[config.mk]
export PLATFORM = sky130hd
export DESIGN_NAME = i2c_ee_slave
export DESIGN_NICKNAME = d
export VERILOG_FILES = /design/src/rtl/i2c_ee_pkg.sv /design/src/rtl/i2c_ee_line_mon.sv /design/src/rtl/i2c_ee_store.sv /design/src/rtl/i2c_ee_slave.sv
export SDC_FILE = /design/constraint.sdc
export NUM_CORES = 2
export LEC_CHECK = 0
export BUFFER_PORTS_ARGS = -buffer_cell sky130_fd_sc_hd__clkbuf_2
export CORE_MARGIN = 1.5
export CORE_UTILIZATION = 25
export CTS_CLUSTER_DIAMETER = 150
export DETAILED_ROUTE_END_ITERATION = 16
export RECOVER_POWER = 100
export SLEW_MARGIN = 10
export SYNTH_ARGS = -nofsm -noshare
export SYNTH_HDL_FRONTEND = slang
export SYNTH_SLANG_ARGS = --single-unit
[constraint.sdc]
create_clock -name clk -period 7.3 [get_ports clk]
set_input_delay 1.825 -clock clk [delete_from_list [all_inputs] [get_ports clk]]
set_output_delay 1.825 -clock clk [all_outputs]
set_load 0.02 [all_outputs]
[src/rtl/i2c_ee_pkg.sv]
package i2c_ee_pkg;

    localparam int BYTE_W = 8;
    localparam int PTR_W  = 8;
    localparam int CNT_W  = $clog2(BYTE_W + 1);

    typedef enum logic [2:0] {
        S_IDLE,
        S_DEV,
        S_ACK_DEV,
        S_RX,
        S_ACK_RX,
        S_TX,
        S_RACK,
        S_TNEXT
    } state_e;

    typedef struct packed {
        state_e              st;
        logic [CNT_W-1:0]    bitcnt;
        logic [BYTE_W-1:0]   shreg;
        logic                rw;
        logic                first;
        logic [PTR_W-1:0]    ptr;
        logic                sda_oe;
    } ctrl_s;

endpackage

[src/rtl/i2c_ee_line_mon.sv]
module i2c_ee_line_mon #(
    parameter int SYNC_STAGES = 2
) (
    input  logic clk,
    input  logic rst_n,
    input  logic scl_i,
    input  logic sda_i,
    output logic sda_s,
    output logic scl_rise,
    output logic scl_fall,
    output logic start_det,
    output logic stop_det
);
    localparam int HIST = SYNC_STAGES + 1;

    logic [HIST-1:0] scl_h_q, scl_h_d;
    logic [HIST-1:0] sda_h_q, sda_h_d;

    always_comb begin
        scl_h_d = {scl_h_q[HIST-2:0], scl_i};
        sda_h_d = {sda_h_q[HIST-2:0], sda_i};
    end

    always_ff @(posedge clk or negedge rst_n) begin
        if (!rst_n) begin
            scl_h_q <= '1;
            sda_h_q <= '1;
        end else begin
            scl_h_q <= scl_h_d;
            sda_h_q <= sda_h_d;
        end
    end

    // newest synchronized sample is index HIST-2, previous is HIST-1
    logic scl_now, scl_old, sda_now, sda_old;
    always_comb begin
        scl_now   = scl_h_q[HIST-2];
        scl_old   = scl_h_q[HIST-1];
        sda_now   = sda_h_q[HIST-2];
        sda_old   = sda_h_q[HIST-1];
        sda_s     = sda_now;
        scl_rise  = scl_now && !scl_old;
        scl_fall  = !scl_now && scl_old;
        start_det = scl_now && scl_old && sda_old && !sda_now;
        stop_det  = scl_now && scl_old && !sda_old && sda_now;
    end

endmodule

[src/rtl/i2c_ee_store.sv]
module i2c_ee_store #(
    parameter int ADDR_W = 8,
    parameter int DATA_W = 8
) (
    input  logic              clk,
    input  logic              we,
    input  logic [ADDR_W-1:0] waddr,
    input  logic [DATA_W-1:0] wdata,
    input  logic [ADDR_W-1:0] raddr,
    output logic [DATA_W-1:0] rdata
);
    localparam int DEPTH = 1 << ADDR_W;

    logic [DATA_W-1:0] cells_q [DEPTH];

    always_ff @(posedge clk) begin
        if (we) begin
            cells_q[waddr] <= wdata;
        end
    end

    always_comb begin
        rdata = cells_q[raddr];
    end

endmodule

[src/rtl/i2c_ee_slave.sv]
module i2c_ee_slave
    import i2c_ee_pkg::*;
#(
    parameter logic [6:0] DEV_ADDR    = 7'h50,
    parameter int         SYNC_STAGES = 2
) (
    input  logic             clk,
    input  logic             rst_n,
    input  logic             scl_i,
    input  logic             sda_i,
    output logic             sda_oe,
    input  logic             wp_i,
    output logic [PTR_W-1:0] ptr_o
);
    localparam logic [CNT_W-1:0] FULL = CNT_W'(BYTE_W);
    localparam logic [CNT_W-1:0] LAST = CNT_W'(BYTE_W - 1);

    logic sda_s, scl_rise, scl_fall, start_det, stop_det;

    i2c_ee_line_mon #(.SYNC_STAGES(SYNC_STAGES)) u_line (
        .clk       (clk),
        .rst_n     (rst_n),
        .scl_i     (scl_i),
        .sda_i     (sda_i),
        .sda_s     (sda_s),
        .scl_rise  (scl_rise),
        .scl_fall  (scl_fall),
        .start_det (start_det),
        .stop_det  (stop_det)
    );

    ctrl_s             r_q, r_d;
    logic              mem_we;
    logic              ptr_load;
    logic [BYTE_W-1:0] rdata;

    i2c_ee_store #(.ADDR_W(PTR_W), .DATA_W(BYTE_W)) u_store (
        .clk   (clk),
        .we    (mem_we),
        .waddr (r_q.ptr),
        .wdata (r_q.shreg),
        .raddr (r_q.ptr),
        .rdata (rdata)
    );

    always_comb begin
        r_d      = r_q;
        mem_we   = 1'b0;
        ptr_load = 1'b0;
        if (start_det) begin
            r_d.st     = S_DEV;
            r_d.bitcnt = '0;
            r_d.sda_oe = 1'b0;
        end else if (stop_det) begin
            r_d.st     = S_IDLE;
            r_d.bitcnt = '0;
            r_d.sda_oe = 1'b0;
        end else begin
            case (r_q.st)
                S_DEV, S_RX: begin
                    if (scl_rise && r_q.bitcnt < FULL) begin
                        r_d.shreg  = {r_q.shreg[BYTE_W-2:0], sda_s};
                        r_d.bitcnt = r_q.bitcnt + 1'b1;
                    end else if (scl_fall && r_q.bitcnt == FULL) begin
                        r_d.bitcnt = '0;
                        if (r_q.st == S_DEV) begin
                            if (r_q.shreg[BYTE_W-1:1] == DEV_ADDR) begin
                                r_d.st     = S_ACK_DEV;
                                r_d.sda_oe = 1'b1;
                                r_d.rw     = r_q.shreg[0];
                            end else begin
                                r_d.st = S_IDLE;
                            end
                        end else begin
                            r_d.st     = S_ACK_RX;
                            r_d.sda_oe = 1'b1;
                            if (r_q.first) begin
                                r_d.ptr   = r_q.shreg;
                                r_d.first = 1'b0;
                                ptr_load  = 1'b1;
                            end else begin
                                mem_we    = !wp_i;
                                r_d.ptr   = r_q.ptr + 1'b1;
                            end
                        end
                    end
                end
                S_ACK_DEV: begin
                    if (scl_fall) begin
                        r_d.bitcnt = '0;
                        if (r_q.rw) begin
                            r_d.st     = S_TX;
                            r_d.shreg  = rdata;
                            r_d.sda_oe = !rdata[BYTE_W-1];
                        end else begin
                            r_d.st     = S_RX;
                            r_d.sda_oe = 1'b0;
                            r_d.first  = 1'b1;
                        end
                    end
                end
                S_ACK_RX: begin
                    if (scl_fall) begin
                        r_d.st     = S_RX;
                        r_d.sda_oe = 1'b0;
                    end
                end
                S_TX: begin
                    if (scl_fall) begin
                        if (r_q.bitcnt == LAST) begin
                            r_d.sda_oe = 1'b0;
                            r_d.st     = S_RACK;
                        end else begin
                            r_d.shreg  = {r_q.shreg[BYTE_W-2:0], 1'b0};
                            r_d.sda_oe = !r_q.shreg[BYTE_W-2];
                            r_d.bitcnt = r_q.bitcnt + 1'b1;
                        end
                    end
                end
                S_RACK: begin
                    if (scl_rise) begin
                        r_d.ptr = r_q.ptr + 1'b1;
                        r_d.st  = sda_s ? S_IDLE : S_TNEXT;
                    end
                end
                S_TNEXT: begin
                    if (scl_fall) begin
                        r_d.st     = S_TX;
                        r_d.bitcnt = '0;
                        r_d.shreg  = rdata;
                        r_d.sda_oe = !rdata[BYTE_W-1];
                    end
                end
                default: r_d.st = S_IDLE;
            endcase
        end
    end

    always_ff @(posedge clk or negedge rst_n) begin
        if (!rst_n) begin
            r_q <= '{st: S_IDLE, bitcnt: '0, shreg: '0, rw: 1'b0,
                     first: 1'b0, ptr: '0, sda_oe: 1'b0};
        end else begin
            r_q <= r_d;
        end
    end

    assign sda_oe = r_q.sda_oe;
    assign ptr_o  = r_q.ptr;


    stop_release_chk: assert property (@(posedge clk) disable iff (!rst_n)
        stop_det |=> (!sda_oe && r_q.st == S_IDLE));


    start_rearm_chk: assert property (@(posedge clk) disable iff (!rst_n)
        start_det |=> (r_q.st == S_DEV && r_q.bitcnt == '0));


    ptr_step_chk: assert property (@(posedge clk) disable iff (!rst_n)
        (ptr_o != $past(ptr_o)) |-> (ptr_o == $past(ptr_o) + 1'b1 || $past(ptr_load)));


    ack_rx_chk: assert property (@(posedge clk) disable iff (!rst_n)
        (r_q.st == S_ACK_RX && $past(r_q.st) == S_RX) |-> sda_oe);


    bitcnt_range_chk: assert property (@(posedge clk) disable iff (!rst_n)
        r_q.bitcnt <= FULL);

endmodule

==> out/qor.yml <==
timing:
  slew_violations: 1583
  fmax_mhz: 163
  setup_slack_ns: 1.16
  min_period_over_period_pct: 84.1
  tightest_slew_ns: 4.64
  rsz0062_at_grt: "no"
  tns_ns: 0
  hold_viol_final: 0
  finClkSkew_ns: 0.0444
  period_minus_slack_ns: 6.14
  maxSlewHeadroom_pct: -209
  setup_viol: 0
global_routing:
  grt_use_met2_pct: 21.4
  first_global_vias: 40100
  grt_pass1_wl_mm: 305
  overflow: 0
  grt_usage_pct: 13.0
  antenna_found_initial: 5
  grt_use_met3_pct: 2.81
  gr-max-usage-layer: "met2"
  grtUsageMet1_pct: 17.0
  grt_max_degree: 162
drt:
  wire_per_inst_um: 25.9
  postRouteAntennaNets: 0
  dr_total_vias: 40100
  routed_wl_mm: 217
  dr.pass1.iters: 6
  drt_iter0_drc: 5833
  drc_errors: 0
  via_per_inst: 4.78
clocking:
  root_buffer: "clkbuf_16"
  htreeDepth: 4
  numCtsBuffers: 202
  cts_setup_buffers: 0
  path_clk_slew_ns: 0.07
  cts_hold_buffers: 0
  post_cts_resized: 0
  cts_buffer_depth: 3
  cts_tree: "built"
  clock_sinks: 2080
  worstSkewPairLatency_ns: 0.86
critical_path:
  critical_path.endpoint: "u_store.cells_q[30][1]$_DFFE_PP_"
  required_ns: 7.78
  crit_path_end_kind: "flop"
  cpMostUsedCell: "buf_4"
  cp.depth: 5
  crit_family: "simple AND/OR/NAND/NOR gates"
  critPathMaxStageDelay_ns: 1.67
  critPathKind: "reg2reg"
  cp_max_fo: 40
  ff2ff_setup_slack_ns: 1.16
  crit_arrival_ns: 6.62
  crit_chain: "and2_0 -> buf_4 -> nand2_1 -> buf_4 -> nor2_1"
  start_kind: "flop"
  reg2reg_depth: 5
  r2r_end: "u_store.cells_q[30][1]$_DFFE_PP_"
  crit_start: "ptr_o[2]$_DFFE_PN0P_"
  reg2reg_from: "ptr_o[2]$_DFFE_PN0P_"
  cp_num_buf_inv: 2
  cp_slowest_cell: "and2_0"
cells_and_area:
  seqCellArea_um2: 62300
  layout-drive-gt1-share_pct: 22.3
  multi_input_area_um2: 17000
  area_growth_pct: 14.5
  fillers: 30900
  final_cells: 8382
  nets: 3906
yosys:
  synth_flop_cell: "edfxtp_1"
  ys_async_sr_fraction_pct: 1.54
  synth_edf_count: 2048
  synth_warnings: 0
  synth.avg_cell_area_um2: 21.0
  ys_seq_area_share_pct: 77.3
  synth_area_um2: 80600
  synth-seq-cells: 2080
  postSynthCellCount: 3846
  synth.net_count: 3857
  ys_types: 55
flow_run:
  drv_cap: 28
floorplanning:
  die_area_um2: 326000
  chipWidth_um: 571
  ios: 14
  core_um2: 321000
  die_height_um: 571
  initial_utilization_pct: 25.1
  rows: 208
pwr:
  ir_worst_vdd_uv: 238
  power_leakage_uw: 0.0268
  power.density_nw_per_um2: 284
placed_design:
  place.gp.congestion: 0.895
  dp_worst_setup_slack_ns: 1.56
  place.port_buffers: 13
  hpwl_mm: 126
  dp_cells: 7996
worst_hold_path:
  worstHoldPathType: "reg2reg"
status:
  status: "finished with violations"
  failed_checks: "capacitance limit, slew limit"
how the worst min path moves through the flow:
| stage | start | endpoint | depth (start not counted) |
|---|---|---|---|
| 6_report | u_line.sda_h_q[0]$_DFF_PN1_ | u_line.sda_h_q[1]$_DFF_PN1_ | 0 |
| 3_5_place_dp | u_line.scl_h_q[0]$_DFF_PN1_ | u_line.scl_h_q[1]$_DFF_PN1_ | 0 |
| 4_1_cts | u_line.sda_h_q[0]$_DFF_PN1_ | u_line.sda_h_q[1]$_DFF_PN1_ | 0 |
| 5_1_grt | u_line.sda_h_q[0]$_DFF_PN1_ | u_line.sda_h_q[1]$_DFF_PN1_ | 0 |
| 3_3_place_gp | u_line.sda_h_q[0]$_DFF_PN1_ | u_line.sda_h_q[1]$_DFF_PN1_ | 0 |
| 2_1_floorplan | u_line.scl_h_q[0]$_DFF_PN1_ | u_line.scl_h_q[1]$_DFF_PN1_ | 0 |
logic make-up (layout without fill, tap and decap cells):
logic type | Yosys count | count (layout) | share of synthesized area [%]
buffers and inverters | 253 | 480 | 1.73
multiplexers | 539 | 539 | 14.5
adder cells (fa/ha/maj) | 6 | 6 | 0.0931
other | 0 | 4 | 0
flip-flops | 2080 | 2080 | 77.3
XOR/XNOR | 1 | 1 | 0.0109
AND/OR/NAND/NOR | 523 | 523 | 2.64
AO/OA/AOI/OAI | 444 | 444 | 3.72
layout make-up:
class	count	area share, %
tap	4305	5.84
clock buffer	235	5.69
inverter	10	0.0407
timing repair buffer	88	0.765
multi-input combinational	1513	18.4
clock inverter	147	1.70
antenna	4	0.0108
sequential	2080	67.5
worst register-to-register path, cell delays in order, from the launching register on:
cell,delay [ns]
dfrtp_1,1.55
and2_0,1.69
buf_4,0.73
nand2_1,0.63
buf_4,0.52
nor2_1,0.64
Yosys cell counts, types with 8 or more instances:
master / count / area share (%)
o21ai_0: 20 / 0.12
nand3_1: 15 / 0.093
o21ai_1: 8 / 0.050
a21oi_1: 111 / 0.69
buf_1: 23 / 0.11
edfxtp_1: 2048 / 76
nor4_1: 12 / 0.093
mux4_2: 492 / 14
nor2_1: 311 / 1.4
inv_1: 9 / 0.042
mux4_1: 10 / 0.33
nor2b_1: 9 / 0.070
dfrtp_1: 26 / 0.81
a22oi_1: 258 / 2.4
nand2_1: 139 / 0.65
nor3_1: 8 / 0.050
nand2b_1: 11 / 0.085
o22ai_1: 15 / 0.12
clkbuf_1: 124 / 0.58
a221oi_1: 8 / 0.087
buf_4: 34 / 0.32
mux2i_1: 30 / 0.37
buf_6: 22 / 0.31
buf_2: 32 / 0.20
through the flow:
stage	cell area [um2]	hold WS (ns)	util (%)	power, uW
floorplan	80600	0.345	-	15000
global placement	85600	0.346	26.7	15900
detailed placement	85600	0.357	26.7	15800
CTS	92500	0.365	28.8	26300
global route	92300	0.369	28.8	26900
finish	92300	0.368	28.8	26200
power by group:
group          leakage, uW  internal [uW]  switching (uW)  total, uW
logic              0.00454           58.6            1220       1270
clock network      0.00332           6020            4590      10600
registers           0.0189          14200             197      14300
total               0.0268          20200            6000      26200
metal layers:
metal	share of wire (%)	wire length, um
met1	40	86000
met2	48	105000
met3	8.7	18900
met4	3.3	7270
met5	0	0
flip-flops by register name, summed over array words and instances (netlist names):
signal,cells
ptr_o,8
r_q,17
sda_oe,1
u_line.scl_h_q,3
u_line.sda_h_q,3
u_store.cells_q,2048
placed cells by master, fill, tap and decap left out, types with 9 or more instances in the layout:
cell,count
edfxtp_1,2048
mux4_2,492
nor2_1,309
a22oi_1,258
clkbuf_16,204
nand2_1,131
a21oi_1,111
clkinv_2,53
clkbuf_1,50
buf_4,39
clkinv_1,35
mux2i_1,30
o21ai_0,23
bufinv_16,23
dfrtp_1,23
o22ai_1,15
clkinvlp_4,15
clkbuf_2,14
nand3_1,13
buf_12,13
nor4_1,12
nand2b_1,11
mux4_1,10
inv_1,9
Note: power is estimated with default switching activity, not from simulation.
